--- src/rtl/sdram_init_pkg.sv ---
package sdram_init_pkg;

    typedef enum logic [1:0] {
        CMD_NOP  = 2'd0,
        CMD_PALL = 2'd1,
        CMD_MRS  = 2'd2,
        CMD_REF  = 2'd3
    } sdram_cmd_e;

    typedef enum logic [1:0] {
        NX_PALL = 2'd0,
        NX_MRS  = 2'd1,
        NX_REF  = 2'd2,
        NX_DONE = 2'd3
    } init_step_e;

    typedef struct packed {
        logic cs_n;
        logic ras_n;
        logic cas_n;
        logic we_n;
    } cmd_pins_t;

    localparam logic [2:0] CAS_LAT3_CODE = 3'b011;

    // nanoseconds to whole clocks, rounded up, never below one
    function automatic int unsigned ns_to_cyc(input int unsigned ns,
                                              input int unsigned period_ps);
        int unsigned c;
        c = (ns * 1000 + period_ps - 1) / period_ps;
        return (c == 0) ? 1 : c;
    endfunction

    function automatic int unsigned max2(input int unsigned a, input int unsigned b);
        return (a > b) ? a : b;
    endfunction

    function automatic cmd_pins_t encode_cmd(input sdram_cmd_e c);
        cmd_pins_t p;
        unique case (c)
            CMD_PALL: p = '{cs_n: 1'b0, ras_n: 1'b0, cas_n: 1'b1, we_n: 1'b0};
            CMD_MRS:  p = '{cs_n: 1'b0, ras_n: 1'b0, cas_n: 1'b0, we_n: 1'b0};
            CMD_REF:  p = '{cs_n: 1'b0, ras_n: 1'b0, cas_n: 1'b0, we_n: 1'b1};
            default:  p = '{cs_n: 1'b0, ras_n: 1'b1, cas_n: 1'b1, we_n: 1'b1};
        endcase
        return p;
    endfunction

    function automatic logic [12:0] mode_word(input logic [2:0] burst_code,
                                              input logic       interleave,
                                              input logic       single_write);
        logic [12:0] w;
        w      = '0;
        w[2:0] = burst_code;
        w[3]   = interleave;
        w[6:4] = CAS_LAT3_CODE;
        w[9]   = single_write;
        return w;
    endfunction

endpackage

--- src/rtl/sdram_init_timer.sv ---
module sdram_init_timer #(
    parameter int unsigned TW      = 16,
    parameter int unsigned RST_VAL = 1
) (
    input  logic          clk,
    input  logic          rst,
    input  logic          load,
    input  logic [TW-1:0] load_val,
    output logic          expired
);

    logic [TW-1:0] cnt_q;

    always_ff @(posedge clk) begin
        if (rst) begin
            cnt_q <= TW'(RST_VAL);
        end else if (load) begin
            cnt_q <= load_val;
        end else if (cnt_q != '0) begin
            cnt_q <= cnt_q - 1'b1;
        end
    end

    assign expired = (cnt_q == '0);


    hold_at_zero_chk: assert property (@(posedge clk) disable iff (rst)
        (expired && !load) |=> expired);

endmodule

--- src/rtl/sdram_init_fsm.sv ---
module sdram_init_fsm
    import sdram_init_pkg::*;
#(
    parameter int unsigned TW            = 16,
    parameter int unsigned TRP_CYC       = 1,
    parameter int unsigned TRFC_CYC      = 4,
    parameter int unsigned MRS_GAP       = 2,
    parameter int unsigned REF_COUNT     = 8,
    parameter bit          REFRESH_FIRST = 1'b0
) (
    input  logic          clk,
    input  logic          rst,
    input  logic          expired,
    output logic          load,
    output logic [TW-1:0] load_val,
    output sdram_cmd_e    cmd_q,
    output logic          done_q
);

    localparam int unsigned RCW      = $clog2(REF_COUNT + 1);
    localparam int unsigned MRS_SPAN = MRS_GAP + 1;

    init_step_e     step_q, step_nx;
    logic [RCW-1:0] ref_cnt_q, ref_cnt_nx;
    sdram_cmd_e     cmd_sel;
    int unsigned    gap;
    logic           issue;

    always_comb begin
        cmd_sel    = CMD_NOP;
        gap        = 1;
        step_nx    = step_q;
        ref_cnt_nx = ref_cnt_q;
        unique case (step_q)
            NX_PALL: begin
                cmd_sel = CMD_PALL;
                gap     = TRP_CYC;
                step_nx = REFRESH_FIRST ? NX_REF : NX_MRS;
            end
            NX_MRS: begin
                cmd_sel = CMD_MRS;
                gap     = MRS_SPAN;
                step_nx = REFRESH_FIRST ? NX_DONE : NX_REF;
            end
            NX_REF: begin
                cmd_sel    = CMD_REF;
                gap        = TRFC_CYC;
                ref_cnt_nx = ref_cnt_q + 1'b1;
                if (ref_cnt_q == RCW'(REF_COUNT - 1)) begin
                    step_nx = REFRESH_FIRST ? NX_MRS : NX_DONE;
                end
            end
            default: ;
        endcase
    end

    assign issue    = expired && (step_q != NX_DONE);
    assign load     = issue;
    assign load_val = TW'(gap - 1);

    always_ff @(posedge clk) begin
        if (rst) begin
            step_q    <= NX_PALL;
            ref_cnt_q <= '0;
            cmd_q     <= CMD_NOP;
            done_q    <= 1'b0;
        end else begin
            cmd_q <= issue ? cmd_sel : CMD_NOP;
            if (issue) begin
                step_q    <= step_nx;
                ref_cnt_q <= ref_cnt_nx;
            end
            if (expired && step_q == NX_DONE) begin
                done_q <= 1'b1;
            end
        end
    end


    issue_on_expiry_chk: assert property (@(posedge clk) disable iff (rst)
        (cmd_q != CMD_NOP) |-> $past(expired));


    ref_bound_chk: assert property (@(posedge clk) disable iff (rst)
        ref_cnt_q <= RCW'(REF_COUNT));


    mrs_gap1_chk: assert property (@(posedge clk) disable iff (rst)
        ($past(cmd_q) == CMD_MRS) |-> (cmd_q == CMD_NOP));

    if (MRS_GAP >= 2) begin : g_gap2

        mrs_gap2_chk: assert property (@(posedge clk) disable iff (rst)
            ($past(cmd_q, 2) == CMD_MRS) |-> (cmd_q == CMD_NOP));
    end


    done_sticky_chk: assert property (@(posedge clk) disable iff (rst)
        done_q |=> done_q);


    quiet_after_done_chk: assert property (@(posedge clk) disable iff (rst)
        done_q |-> (cmd_q == CMD_NOP));

endmodule

--- src/rtl/sdram_init_cmd_drv.sv ---
module sdram_init_cmd_drv
    import sdram_init_pkg::*;
#(
    parameter int unsigned ADDR_W       = 13,
    parameter int unsigned BA_W         = 2,
    parameter int unsigned DQM_W        = 2,
    parameter logic [2:0]  BURST_CODE   = 3'b011,
    parameter bit          INTERLEAVE   = 1'b0,
    parameter bit          SINGLE_WRITE = 1'b0
) (
    input  sdram_cmd_e        cmd,
    output logic              cke,
    output logic              cs_n,
    output logic              ras_n,
    output logic              cas_n,
    output logic              we_n,
    output logic [BA_W-1:0]   ba,
    output logic [ADDR_W-1:0] addr,
    output logic [DQM_W-1:0]  dqm
);

    localparam logic [ADDR_W-1:0] MODE_VAL =
        ADDR_W'(mode_word(BURST_CODE, INTERLEAVE, SINGLE_WRITE));

    cmd_pins_t pins;

    always_comb begin
        pins = encode_cmd(cmd);
        addr = '0;
        unique case (cmd)
            CMD_PALL: addr[10] = 1'b1;
            CMD_MRS:  addr     = MODE_VAL;
            default:  ;
        endcase
    end

    assign cs_n  = pins.cs_n;
    assign ras_n = pins.ras_n;
    assign cas_n = pins.cas_n;
    assign we_n  = pins.we_n;
    assign ba    = '0;
    assign cke   = 1'b1;
    assign dqm   = '1;

endmodule

--- src/rtl/sdram_powerup_seq.sv ---
module sdram_powerup_seq
    import sdram_init_pkg::*;
#(
    parameter int unsigned CLK_PERIOD_PS = 20000,
    parameter int unsigned PAUSE_NS      = 200000,
    parameter int unsigned TRP_NS        = 18,
    parameter int unsigned TRFC_NS       = 72,
    parameter int unsigned REF_COUNT     = 8,
    parameter int unsigned MRS_GAP       = 2,
    parameter bit          REFRESH_FIRST = 1'b0,
    parameter logic [2:0]  BURST_CODE    = 3'b011,
    parameter bit          INTERLEAVE    = 1'b0,
    parameter bit          SINGLE_WRITE  = 1'b0,
    parameter int unsigned ADDR_W        = 13,
    parameter int unsigned BA_W          = 2,
    parameter int unsigned DQM_W         = 2
) (
    input  logic              clk,
    input  logic              rst,
    output logic              cke,
    output logic              cs_n,
    output logic              ras_n,
    output logic              cas_n,
    output logic              we_n,
    output logic [BA_W-1:0]   ba,
    output logic [ADDR_W-1:0] addr,
    output logic [DQM_W-1:0]  dqm,
    output logic              init_done
);

    localparam int unsigned PAUSE_CYC = ns_to_cyc(PAUSE_NS, CLK_PERIOD_PS);
    localparam int unsigned TRP_CYC   = ns_to_cyc(TRP_NS, CLK_PERIOD_PS);
    localparam int unsigned TRFC_CYC  = ns_to_cyc(TRFC_NS, CLK_PERIOD_PS);
    localparam int unsigned MAX_WAIT  =
        max2(max2(PAUSE_CYC, TRP_CYC), max2(TRFC_CYC, MRS_GAP + 1));
    localparam int unsigned TW        = $clog2(MAX_WAIT + 1);

    logic          expired;
    logic          load;
    logic [TW-1:0] load_val;
    sdram_cmd_e    cmd_q;

    sdram_init_timer #(
        .TW      (TW),
        .RST_VAL (PAUSE_CYC - 1)
    ) timer_i (
        .clk      (clk),
        .rst      (rst),
        .load     (load),
        .load_val (load_val),
        .expired  (expired)
    );

    sdram_init_fsm #(
        .TW            (TW),
        .TRP_CYC       (TRP_CYC),
        .TRFC_CYC      (TRFC_CYC),
        .MRS_GAP       (MRS_GAP),
        .REF_COUNT     (REF_COUNT),
        .REFRESH_FIRST (REFRESH_FIRST)
    ) fsm_i (
        .clk      (clk),
        .rst      (rst),
        .expired  (expired),
        .load     (load),
        .load_val (load_val),
        .cmd_q    (cmd_q),
        .done_q   (init_done)
    );

    sdram_init_cmd_drv #(
        .ADDR_W       (ADDR_W),
        .BA_W         (BA_W),
        .DQM_W        (DQM_W),
        .BURST_CODE   (BURST_CODE),
        .INTERLEAVE   (INTERLEAVE),
        .SINGLE_WRITE (SINGLE_WRITE)
    ) drv_i (
        .cmd   (cmd_q),
        .cke   (cke),
        .cs_n  (cs_n),
        .ras_n (ras_n),
        .cas_n (cas_n),
        .we_n  (we_n),
        .ba    (ba),
        .addr  (addr),
        .dqm   (dqm)
    );


    idle_pins_chk: assert property (@(posedge clk) disable iff (rst)
        (cmd_q == CMD_NOP) |-> (!cs_n && ras_n && cas_n && we_n));


    reset_clears_chk: assert property (@(posedge clk)
        $past(rst) |-> (!init_done && cmd_q == CMD_NOP));

endmodule

--- config.mk ---
export PLATFORM = sky130hd
export DESIGN_NAME = sdram_powerup_seq
export DESIGN_NICKNAME = d
export VERILOG_FILES = /design/src/rtl/sdram_init_pkg.sv /design/src/rtl/sdram_init_timer.sv /design/src/rtl/sdram_init_fsm.sv /design/src/rtl/sdram_init_cmd_drv.sv /design/src/rtl/sdram_powerup_seq.sv
export SDC_FILE = /design/constraint.sdc
export NUM_CORES = 1
export LEC_CHECK = 0
export BUFFER_PORTS_ARGS = -buffer_cell sky130_fd_sc_hd__buf_2
export CAP_MARGIN = 30
export CORE_ASPECT_RATIO = 0.8
export CORE_MARGIN = 3
export CORE_UTILIZATION = 60
export CTS_BUF_LIST = sky130_fd_sc_hd__clkbuf_4 sky130_fd_sc_hd__clkbuf_8 sky130_fd_sc_hd__clkbuf_16
export DETAILED_ROUTE_END_ITERATION = 6
export GPL_ROUTABILITY_DRIVEN = 0
export PLACE_DENSITY = 0.84
export SYNTH_ARGS = -nofsm -noshare
export SYNTH_HDL_FRONTEND = slang
export SYNTH_HIERARCHICAL = 1
export SYNTH_SLANG_ARGS = --single-unit
--- constraint.sdc ---
create_clock -name clk -period 5.1 [get_ports clk]
set_input_delay 1.275 -clock clk [delete_from_list [all_inputs] [get_ports clk]]
set_output_delay 1.275 -clock clk [all_outputs]
set_load 0.02 [all_outputs]
# Yosys cells after proc, flatten, opt, wreduce, memory -nomap -nowiden
# Cells that the tools add are included.
[classes] add_sub_neg=3 eq_ne=9 n_mux=9 bitwise_logic=1 n_reduce_logical=10
[ops] cell="2-to-1 mux 14 bit" n=2
[ops] cell="logical NOT 14 bit" n=1
[ops] cell="nonzero test 14 bit" n=1
[ops] cell="subtractor 14 x 1 -> 14 bit, second input constant" n=1
[ops] cell="case mux 2 bit (3 select lines)" n=2
[ops] cell="case mux 3 bit (3 select lines)" n=1
[ops] cell="equality test 2 bit, second input constant" n=4
[ops] cell="2-to-1 mux 6 bit" n=1
[ops] cell="case mux 3 bit (2 select lines)" n=1
[ops] cell="adder 4 x 1 -> 4 bit, second input constant" n=1
[ops] cell="equality test 2 x 1 -> 1 bit, second input constant" n=2
[ops] cell="equality test 4 x 3 -> 1 bit, second input constant" n=1
[ops] cell="subtractor 3 x 1 -> 4 bit, second input constant" n=1
[ops] cell="AND reduction 3 bit" n=1
[ops] cell="nonzero test 3 bit" n=1
[ops] cell="logical AND 1 bit" n=2
[ops] cell="logical NOT 2 bit" n=1
[ops] cell="2-to-1 mux 2 bit" n=1
[ops] cell="inequality test 2 x 1 -> 1 bit, second input constant" n=1
[ops] cell="inequality test 2 bit, second input constant" n=1
[ops] cell="AND reduction 2 bit" n=1
[ops] cell="nonzero test 2 bit" n=1
[ops] cell="OR reduction 2 bit" n=1
[ops] cell="2-to-1 mux 1 bit" n=1
[ops] cell="NOT 1 bit" n=1
[totals] ff_bits=23 input_bits=2 wordCells=37

# Longest topological paths before layout
# Gate-level depths: netlist (run 1).
[logic_depth] ltp_word=4 depth_mapped=12 depth_no_buf=10

# Cells and area by module
# The synthesis (run 1) kept the hierarchy.
[modules_own_cells] module="sdram_init_timer" n_inst=1 cells_per_inst=98 area_each_um2=803.3 seq_area_each_um2=280.3
[modules_own_cells] module="sdram_init_fsm" n_inst=1 cells_per_inst=61 area_each_um2=570.5 seq_area_each_um2=180.2
[modules_own_cells] module="sdram_init_cmd_drv" n_inst=1 cells_per_inst=26 area_each_um2=190.2 seq_area_each_um2=0.0

# Worst setup path before layout (run 1)
# OpenSTA, ideal clock, no wires.
[synth_path] path_type="flip-flop to flip-flop" startpoint="register timer_i.cnt_q[0]" endpoint="register timer_i.cnt_q[3]" setup_time_ps=143 t_arrival_ps=2466 slack_ps=2491 stages_incl_launch_ff=13 path_buffers=2 synth_period_minus_slack_ps=2609 path_cell_list="dfxtp_1 inv_1 ha_1 nor3b_1 nand4_1 clkbuf_1 inv_1 nand2b_1 inv_1 clkbuf_1 clkinv_1 nor3_1 a311oi_1"
[synth_between] elab_chain_len=3
[synth_lines] element="start: declaration" line_no="sdram_init_timer.sv:12" text="logic [TW-1:0] cnt_q;"
[synth_lines] element="start signal: assignment" line_no="sdram_init_timer.sv:16" text="cnt_q <= TW'(RST_VAL);"
[synth_lines] element="start signal: assignment" line_no="sdram_init_timer.sv:18" text="cnt_q <= load_val;"
[synth_lines] element="start signal: assignment" line_no="sdram_init_timer.sv:20" text="cnt_q <= cnt_q - 1'b1;"
[synth_lines] element="logical NOT 14 bit *" line_no="sdram_init_timer.sv:24" text="assign expired = (cnt_q == '0);"
[synth_lines] element="named net expired" line_no="sdram_powerup_seq.sv:38" text="logic expired;"
[synth_lines] element="logical AND 1 bit *" line_no="sdram_init_fsm.sv:57" text="assign issue = expired && (step_q != NX_DONE);"
[synth_lines] element="named net load" line_no="sdram_powerup_seq.sv:39" text="logic load;"
[synth_lines] element="2-to-1 mux 14 bit or nonzero test 2 bit (tied branches)"
# Mark *: on every way through the listed nets, which the timed path passes. The rest lies on a longest branch. The select of a mux whose other input is x is not followed.
# A chain may end at the register's enable or synchronous reset.

# Worst setup path in the final report (run 1)
[layout_path] startpoint="register timer_i.cnt_q[0]" endpoint="register timer_i.cnt_q[8]"
# Same word-level chain as after synthesis.

==> flow_summary_export.csv, run 1 <==
group,metric,value,unit
synth,synthDominantCellAreaShare,29.4,%
setup_path,crit_path_start,"timer_i/cnt_q[0]$_SDFFE_PP1P_",
synth,yosysSeqAreaShare,29.4,%
place,portBuffers,10,
timing,max_freq,293,MHz
finish,fillers,188,
job,drv_cap,0,
floorplan,die_width,63.1,um
floorplan,initial_core_util,67.8,%
clocking,clk_path_buf_depth,2,
synth,synth.area.top_cells,"dfxtp_1 29%, buf_4 14%, ha_1 8.8%, a21oi_1 4.2%, xor2_1 3.4%",
floorplan,io_pins,25,
timing,report.final.slew_viol_count,0,
timing,worst_pin_slew,0.580,ns
clocking,cts_buffers,3,
place,post-place-ws,1.81,ns
power_and_ir_drop,p_leak,0.670,nW
timing,finClkSkew,0.00184,ns
synth,yosysUniqueCellTypes,40,
routing,drt_iter0_drc,48,
power_and_ir_drop,ir_worst_vdd,0.186,mV
setup_path,r2r-end,"timer_i/cnt_q[8]$_SDFFE_PP1P_",
global_routing,gr-total-overflow,0,
synth,synth_flop_cell,"dfxtp_1",
global_routing,grt_use_total,18.3,%
worst_hold_path,worstHoldPathCells,2,
global_routing,antenna_found_initial,0,
power_and_ir_drop,power-per-cell-area,194,mW/mm2
floorplan,design.core.area,0.00231,mm2
global_routing,grt_pass1_vias,1034,
finish,design_area,0.00153,mm2
timing,setup-violations-final,0,
place,place_area,0.00150,mm2
timing,fin_crit_sh,67.0,%
setup_path,reg2reg_from,"timer_i/cnt_q[0]$_SDFFE_PP1P_",
synth,synth-edff-count,0,
timing,rsz0062_at_grt,"false",
timing,hold_viol_final,0,
setup_path,worstPathCellList,"inv_1 -> ha_1 -> nor3b_1 -> nand4_1 -> inv_1 -> nand2b_1 -> inv_1 -> clkinv_1 -> nand2_1 -> o21ai_0",
setup_path,r2r_cells,10,
routing,drt-total-wl,2820,um
timing,timing.final.ws_setup,1.68,ns
worst_hold_path,hp-start,"fsm_i/done_q$_SDFFE_PP0P_",
setup_path,worst_setup_path_start_kind,"flip-flop",
routing,routedWlPerCell,12.9,um
setup_path,slowest_delay,0.50,ns
synth,syn_avg_cell_area,8.45,um2
setup_path,cp-end-kind,"flip-flop",
setup_path,r2r_setup_slack,1.68,ns
worst_hold_path,worstHoldPathType,"flip-flop to flip-flop",
routing,route.detailed.drc,0,
setup_path,crit_type,"flip-flop to flip-flop",
floorplan,rows,15,
finish,final_cell_mix,"25 x conb_1, 23 x dfxtp_1, 13 x a21oi_1",
synth,synth-seq-cells,23,
timing,holdWs,0.480,ns
finish,stdcell_count,219,
clocking,ctsHoldBuffers,0,
timing,fin_crit,3.42,ns
global_routing,grt_max_degree,29,
finish,syn2layout_area_growth,-2.48,%
floorplan,die_area,0.00326,mm2
status,status,"complete, no violations",
setup_path,worstPathRequired,5.33,ns
setup_path,crit_arrival,3.65,ns
routing,vias,1173,
global_routing,grt_pass1_wl,4660,um
place,dp.final_hpwl,2100,um
finish,diodes,0,
clocking,insertion_delay,0.33,ns
finish,drive_gt1_share,10.8,%
clocking,clkTransAtPathRegs,0.13,ns
synth,synth_area_leader_cell,"dfxtp_1",
finish,final_common_cell,"conb_1",
place,placed_cells,215,
synth,yosys_warnings,6,
synth,async_flop_share,0,%
clocking,ctsResizeCount,0,
synth,syn_inst,185,
synth,synth_area,0.00156,mm2
worst_hold_path,min_to,"fsm_i/done_q$_SDFFE_PP0P_",
floorplan,die_h,51.7,um
setup_path,slowest_stage,"nand4_1",
clocking,post_cts.repair.setup_buffers,0,
clocking,clock_sinks,23,
routing,first_pass_iters,4,
timing,maxSlewHeadroom,61.0,%
clocking,cts_root_buf,"clkbuf_4",
clocking,cts_tree,"built",
routing,avgViaCountPerCell,5.36,
routing,ant_nets,0,
finish,fin_nets,199,
clocking,htree_num_levels,1,
timing,tns,0,ns
setup_path,cp_common_cell,"inv_1",
setup_path,cp_max_fo,19,
-- state kept, by name, indices dropped and copies added, names as in the netlist --
register and cells:
fsm_i/done_q 1, timer_i/cnt_q 14, fsm_i/step_q 2, fsm_i/ref_cnt_q 4, fsm_i/cmd_q 2
-- layer usage --
metal | GRT usage [%] | vias up | wire length [um] | share of wire [%]
met5 | 0 | - | 0 | 0
met4 | 8.42 | 0 | 42 | 1.5
met3 | 5.62 | 5 | 232 | 8.2
met2 | 29.6 | 48 | 1260 | 45
met1 | 22.4 | 531 | 1290 | 46
li1 | - | 589 | - | -
-- layout make-up --
type | count | area (um2) | share of cell area [%]
clock inverters | 1 | 7.51 | 0.492
flip-flops and latches | 23 | 460 | 30.2
inverters | 10 | 37.5 | 2.46
multi-input cells | 138 | 905 | 59.3
clock buffers | 3 | 22.5 | 1.48
well taps | 34 | 42.5 | 2.79
repair buffers | 10 | 50.0 | 3.28
-- Yosys cell counts, types with 2 or more instances --
cell type   n
nor2_1     11
ha_1       11
a311oi_1    2
nand2b_1    4
xor2_1      6
buf_4      29
o211ai_1    2
o21ai_1     3
nor3_1      5
mux2i_1     4
clkbuf_1    7
nand3_1     3
nand2_1     6
nor3b_1     4
and2_1      2
conb_1      3
or4_4       2
a21oi_1    13
nor4_1      6
dfxtp_1    23
or3_1       5
nand3b_1    2
o31ai_1     2
inv_1       9
xnor2_1     3
o21ai_0     4
-- worst max path at each step --
stage / to / depth (start not counted) / slack (ns)
detailed placement: timer_i/cnt_q[3]$_SDFFE_PP1P_ / 10 / 1.81
global placement: timer_i/cnt_q[3]$_SDFFE_PP1P_ / 10 / 2.02
floorplan: timer_i/cnt_q[3]$_SDFFE_PP1P_ / 12 / 2.49
finish: timer_i/cnt_q[8]$_SDFFE_PP1P_ / 10 / 1.68
CTS: timer_i/cnt_q[3]$_SDFFE_PP1P_ / 10 / 1.78
global route: timer_i/cnt_q[8]$_SDFFE_PP1P_ / 10 / 1.35
-- where the power goes --
part | switching [mW] | internal (mW)
clock | 0.0592 | 0.0301
sequential | 0.00238 | 0.182
combinational | 0.0176 | 0.00527
-- worst max-delay path, delay by kind of cell (launching register included) --
family	cells	cell delay, ns
flops	1	0.36
compound gates	1	0.11
buf+inv	4	1.31
fa+ha+maj	1	0.21
simple gates	4	1.31
-- cell families after synthesis --
kind of cell / after synthesis / synth area share [%]
AOI/OAI and AO/OA: 32 / 13.4
other: 3 / 0.720
xor gates and xnor gates: 9 / 5.04
adders and majority gates: 11 / 8.80
muxes: 5 / 3.28
buffers and inverters: 46 / 18.0
DFF: 23 / 29.4
and+or+nand+nor: 56 / 21.3
-- per-stage QoR --
step / util [%] / total power, mW
floorplan: - / 0.221
finish: 66.1 / 0.296
global placement: 64.8 / 0.209
CTS: 66.1 / 0.301
detailed placement: 64.8 / 0.210
global route: 66.1 / 0.309
No activity file was read; power rests on OpenSTA's default activity.
==> run 2, diff against run 1 <==
CORE_UTILIZATION = 50   (was 60)
PLACE_DENSITY = 0.75   (was 0.84)
clock period = 2.8 ns   (was 5.1 ns; I/O delays follow)
==> run 2 against run 1 <==
Against the previous run: worst hold slack lost 0.015 ns; cell count rose by 3.2%; non-clock buffer count grew 3; critical endpoint is now timer_i/cnt_q[3]$_SDFFE_PP1P_; largest cell class unchanged; highest routed layer unchanged.
==> flow_summary_export.csv, run 2 (synthesis gave the netlist of run 1 again) <==
group,metric,value,unit
timing,tns,0,ns
setup_path,path_buf_inv,4,
setup_path,cp_max_fo,9,
clocking,clk_path_buf_depth,2,
setup_path,slowest_delay,0.40,ns
finish,diodes,0,
clocking,cts_root_buf,"clkbuf_8",
worst_hold_path,min_to,"fsm_i/done_q$_SDFFE_PP0P_",
floorplan,rows,17,
setup_path,cp_top_family,"simple AND/OR/NAND/NOR gates",
clocking,cts_tree,"built",
clocking,insertion_delay,0.26,ns
finish,regMostFlops,"timer_i/cnt_q",
timing,fin_crit,2.22,ns
timing,fin_crit_sh,79.3,%
timing,finClkSkew,0.00214,ns
routing,drt-total-wl,2760,um
timing,rsz0062_at_grt,"false",
floorplan,die_h,56.0,um
job,drv_cap,0,
worst_hold_path,worstHoldPathCells,2,
global_routing,antenna_found_initial,0,
timing,timing.final.ws_setup,0.578,ns
timing,worst_pin_slew,0.525,ns
power_and_ir_drop,p_leak,0.697,nW
finish,design_area,0.00157,mm2
place,placed_cells,222,
timing,hold_viol_final,0,
power_and_ir_drop,power,585,uW
clocking,ctsResizeCount,0,
finish,final_cell_mix,"25 x conb_1, 23 x dfxtp_1, 13 x a21oi_1",
routing,first_pass_iters,4,
status,status,"complete, no violations",
setup_path,cp-end-kind,"flip-flop",
timing,setup-violations-final,0,
setup_path,worst_setup_path_start_kind,"flip-flop",
floorplan,die_area,0.00384,mm2
clocking,ctsHoldBuffers,0,
global_routing,grt_use_total,16.2,%
setup_path,reg2reg_from,"timer_i/cnt_q[0]$_SDFFE_PP1P_",
setup_path,worstPathCellList,"inv_1 -> ha_1 -> nor3b_1 -> nand4_1 -> inv_1 -> nand2b_1 -> inv_1 -> clkinv_1 -> nor3_1 -> a311oi_1",
clocking,clkTransAtPathRegs,0.08,ns
power_and_ir_drop,power-per-cell-area,372,mW/mm2
global_routing,grt_max_degree,29,
global_routing,grt_pass1_vias,1097,
place,place_area,0.00152,mm2
worst_hold_path,worstHoldPathType,"flip-flop to flip-flop",
global_routing,gr-total-overflow,0,
global_routing,grt_pass1_wl,4860,um
place,post-place-ws,0.644,ns
place,dp.final_hpwl,2120,um
clocking,htree_num_levels,1,
routing,drt_iter0_drc,36,
clocking,post_cts.repair.setup_buffers,0,
floorplan,die_width,68.5,um
routing,ant_nets,0,
setup_path,r2r-end,"timer_i/cnt_q[3]$_SDFFE_PP1P_",
finish,fin_nets,202,
clocking,cts_buffers,3,
finish,largestRegisters,"timer_i/cnt_q x14, fsm_i/ref_cnt_q x4",
power_and_ir_drop,ir_worst_vdd,0.286,mV
setup_path,worstPathRequired,2.94,ns
finish,stdcell_count,226,
setup_path,r2r_cells,10,
routing,avgViaCountPerCell,5.17,
floorplan,initial_core_util,54.5,%
finish,largest_reg_flops,14,
timing,maxSlewHeadroom,64.7,%
setup_path,slowest_stage,"nor3b_1",
routing,routedWlPerCell,12.2,um
floorplan,io_pins,25,
setup_path,r2r_setup_slack,0.58,ns
finish,final_common_cell,"conb_1",
clocking,clock_sinks,23,
routing,vias,1169,
routing,route.detailed.drc,0,
timing,report.final.slew_viol_count,0,
timing,max_freq,450,MHz
finish,drive_gt1_share,12.2,%
setup_path,cp_common_cell,"inv_1",
floorplan,design.core.area,0.00287,mm2
finish,syn2layout_area_growth,0.480,%
worst_hold_path,hp-start,"fsm_i/done_q$_SDFFE_PP0P_",
setup_path,crit_type,"flip-flop to flip-flop",
place,portBuffers,10,
setup_path,crit_arrival,2.36,ns
[run 2: worst max-delay path by stage]
stage / startpoint / endpoint / slack [ns] / cells past startpoint
floorplan: timer_i/cnt_q[0]$_SDFFE_PP1P_ / timer_i/cnt_q[3]$_SDFFE_PP1P_ / 0.19 / 12
global placement: timer_i/cnt_q[0]$_SDFFE_PP1P_ / timer_i/cnt_q[3]$_SDFFE_PP1P_ / 0.73 / 10
detailed placement: timer_i/cnt_q[0]$_SDFFE_PP1P_ / timer_i/cnt_q[3]$_SDFFE_PP1P_ / 0.64 / 10
CTS: timer_i/cnt_q[0]$_SDFFE_PP1P_ / timer_i/cnt_q[3]$_SDFFE_PP1P_ / 0.61 / 10
global route: timer_i/cnt_q[0]$_SDFFE_PP1P_ / timer_i/cnt_q[3]$_SDFFE_PP1P_ / 0.22 / 10
finish: timer_i/cnt_q[0]$_SDFFE_PP1P_ / timer_i/cnt_q[3]$_SDFFE_PP1P_ / 0.58 / 10
[run 2: power by group]
part / switching (mW) / internal [mW] / leakage (nW)
Combinational: 0.0312 / 0.00922 / 0.485
Sequential: 0.00388 / 0.330 / 0.186
Clock: 0.0994 / 0.111 / 0.0262
[run 2: worst reg2reg max path: cells and delay by family, from the launching register on]
kind / cells / cell delay [ns]
adders and majority gates: 1 / 0.21
buffers and inverters: 4 / 0.49
AOI/OAI and AO/OA: 1 / 0.08
DFF: 1 / 0.34
and+or+nand+nor: 4 / 0.97
[run 2: final cells by class]
class,count,area (um2)
inverters,10,37.5
fillers,280,1300
flip-flops and latches,23,460
well taps,38,47.5
repair buffers,13,72.6
clock buffers,4,48.8
multi-input cells,138,905
[run 2: through the flow]
stage,hold slack (ns),utilization [%]
after floorplan,0.453,-
after global placement,0.447,53.0
after detailed placement,0.449,53.0
after CTS,0.468,54.7
after global routing,0.500,54.7
final,0.464,54.7
[run 2: metal layers]
metal / wire length, um / global-route usage, % / vias up
met2: 1250 / 25.2 / 38
met3: 169 / 4.44 / 4
met1: 1320 / 22.2 / 540
met4: 17 / 3.12 / 0
li1: - / - / 587
met5: 0 / 0 / -
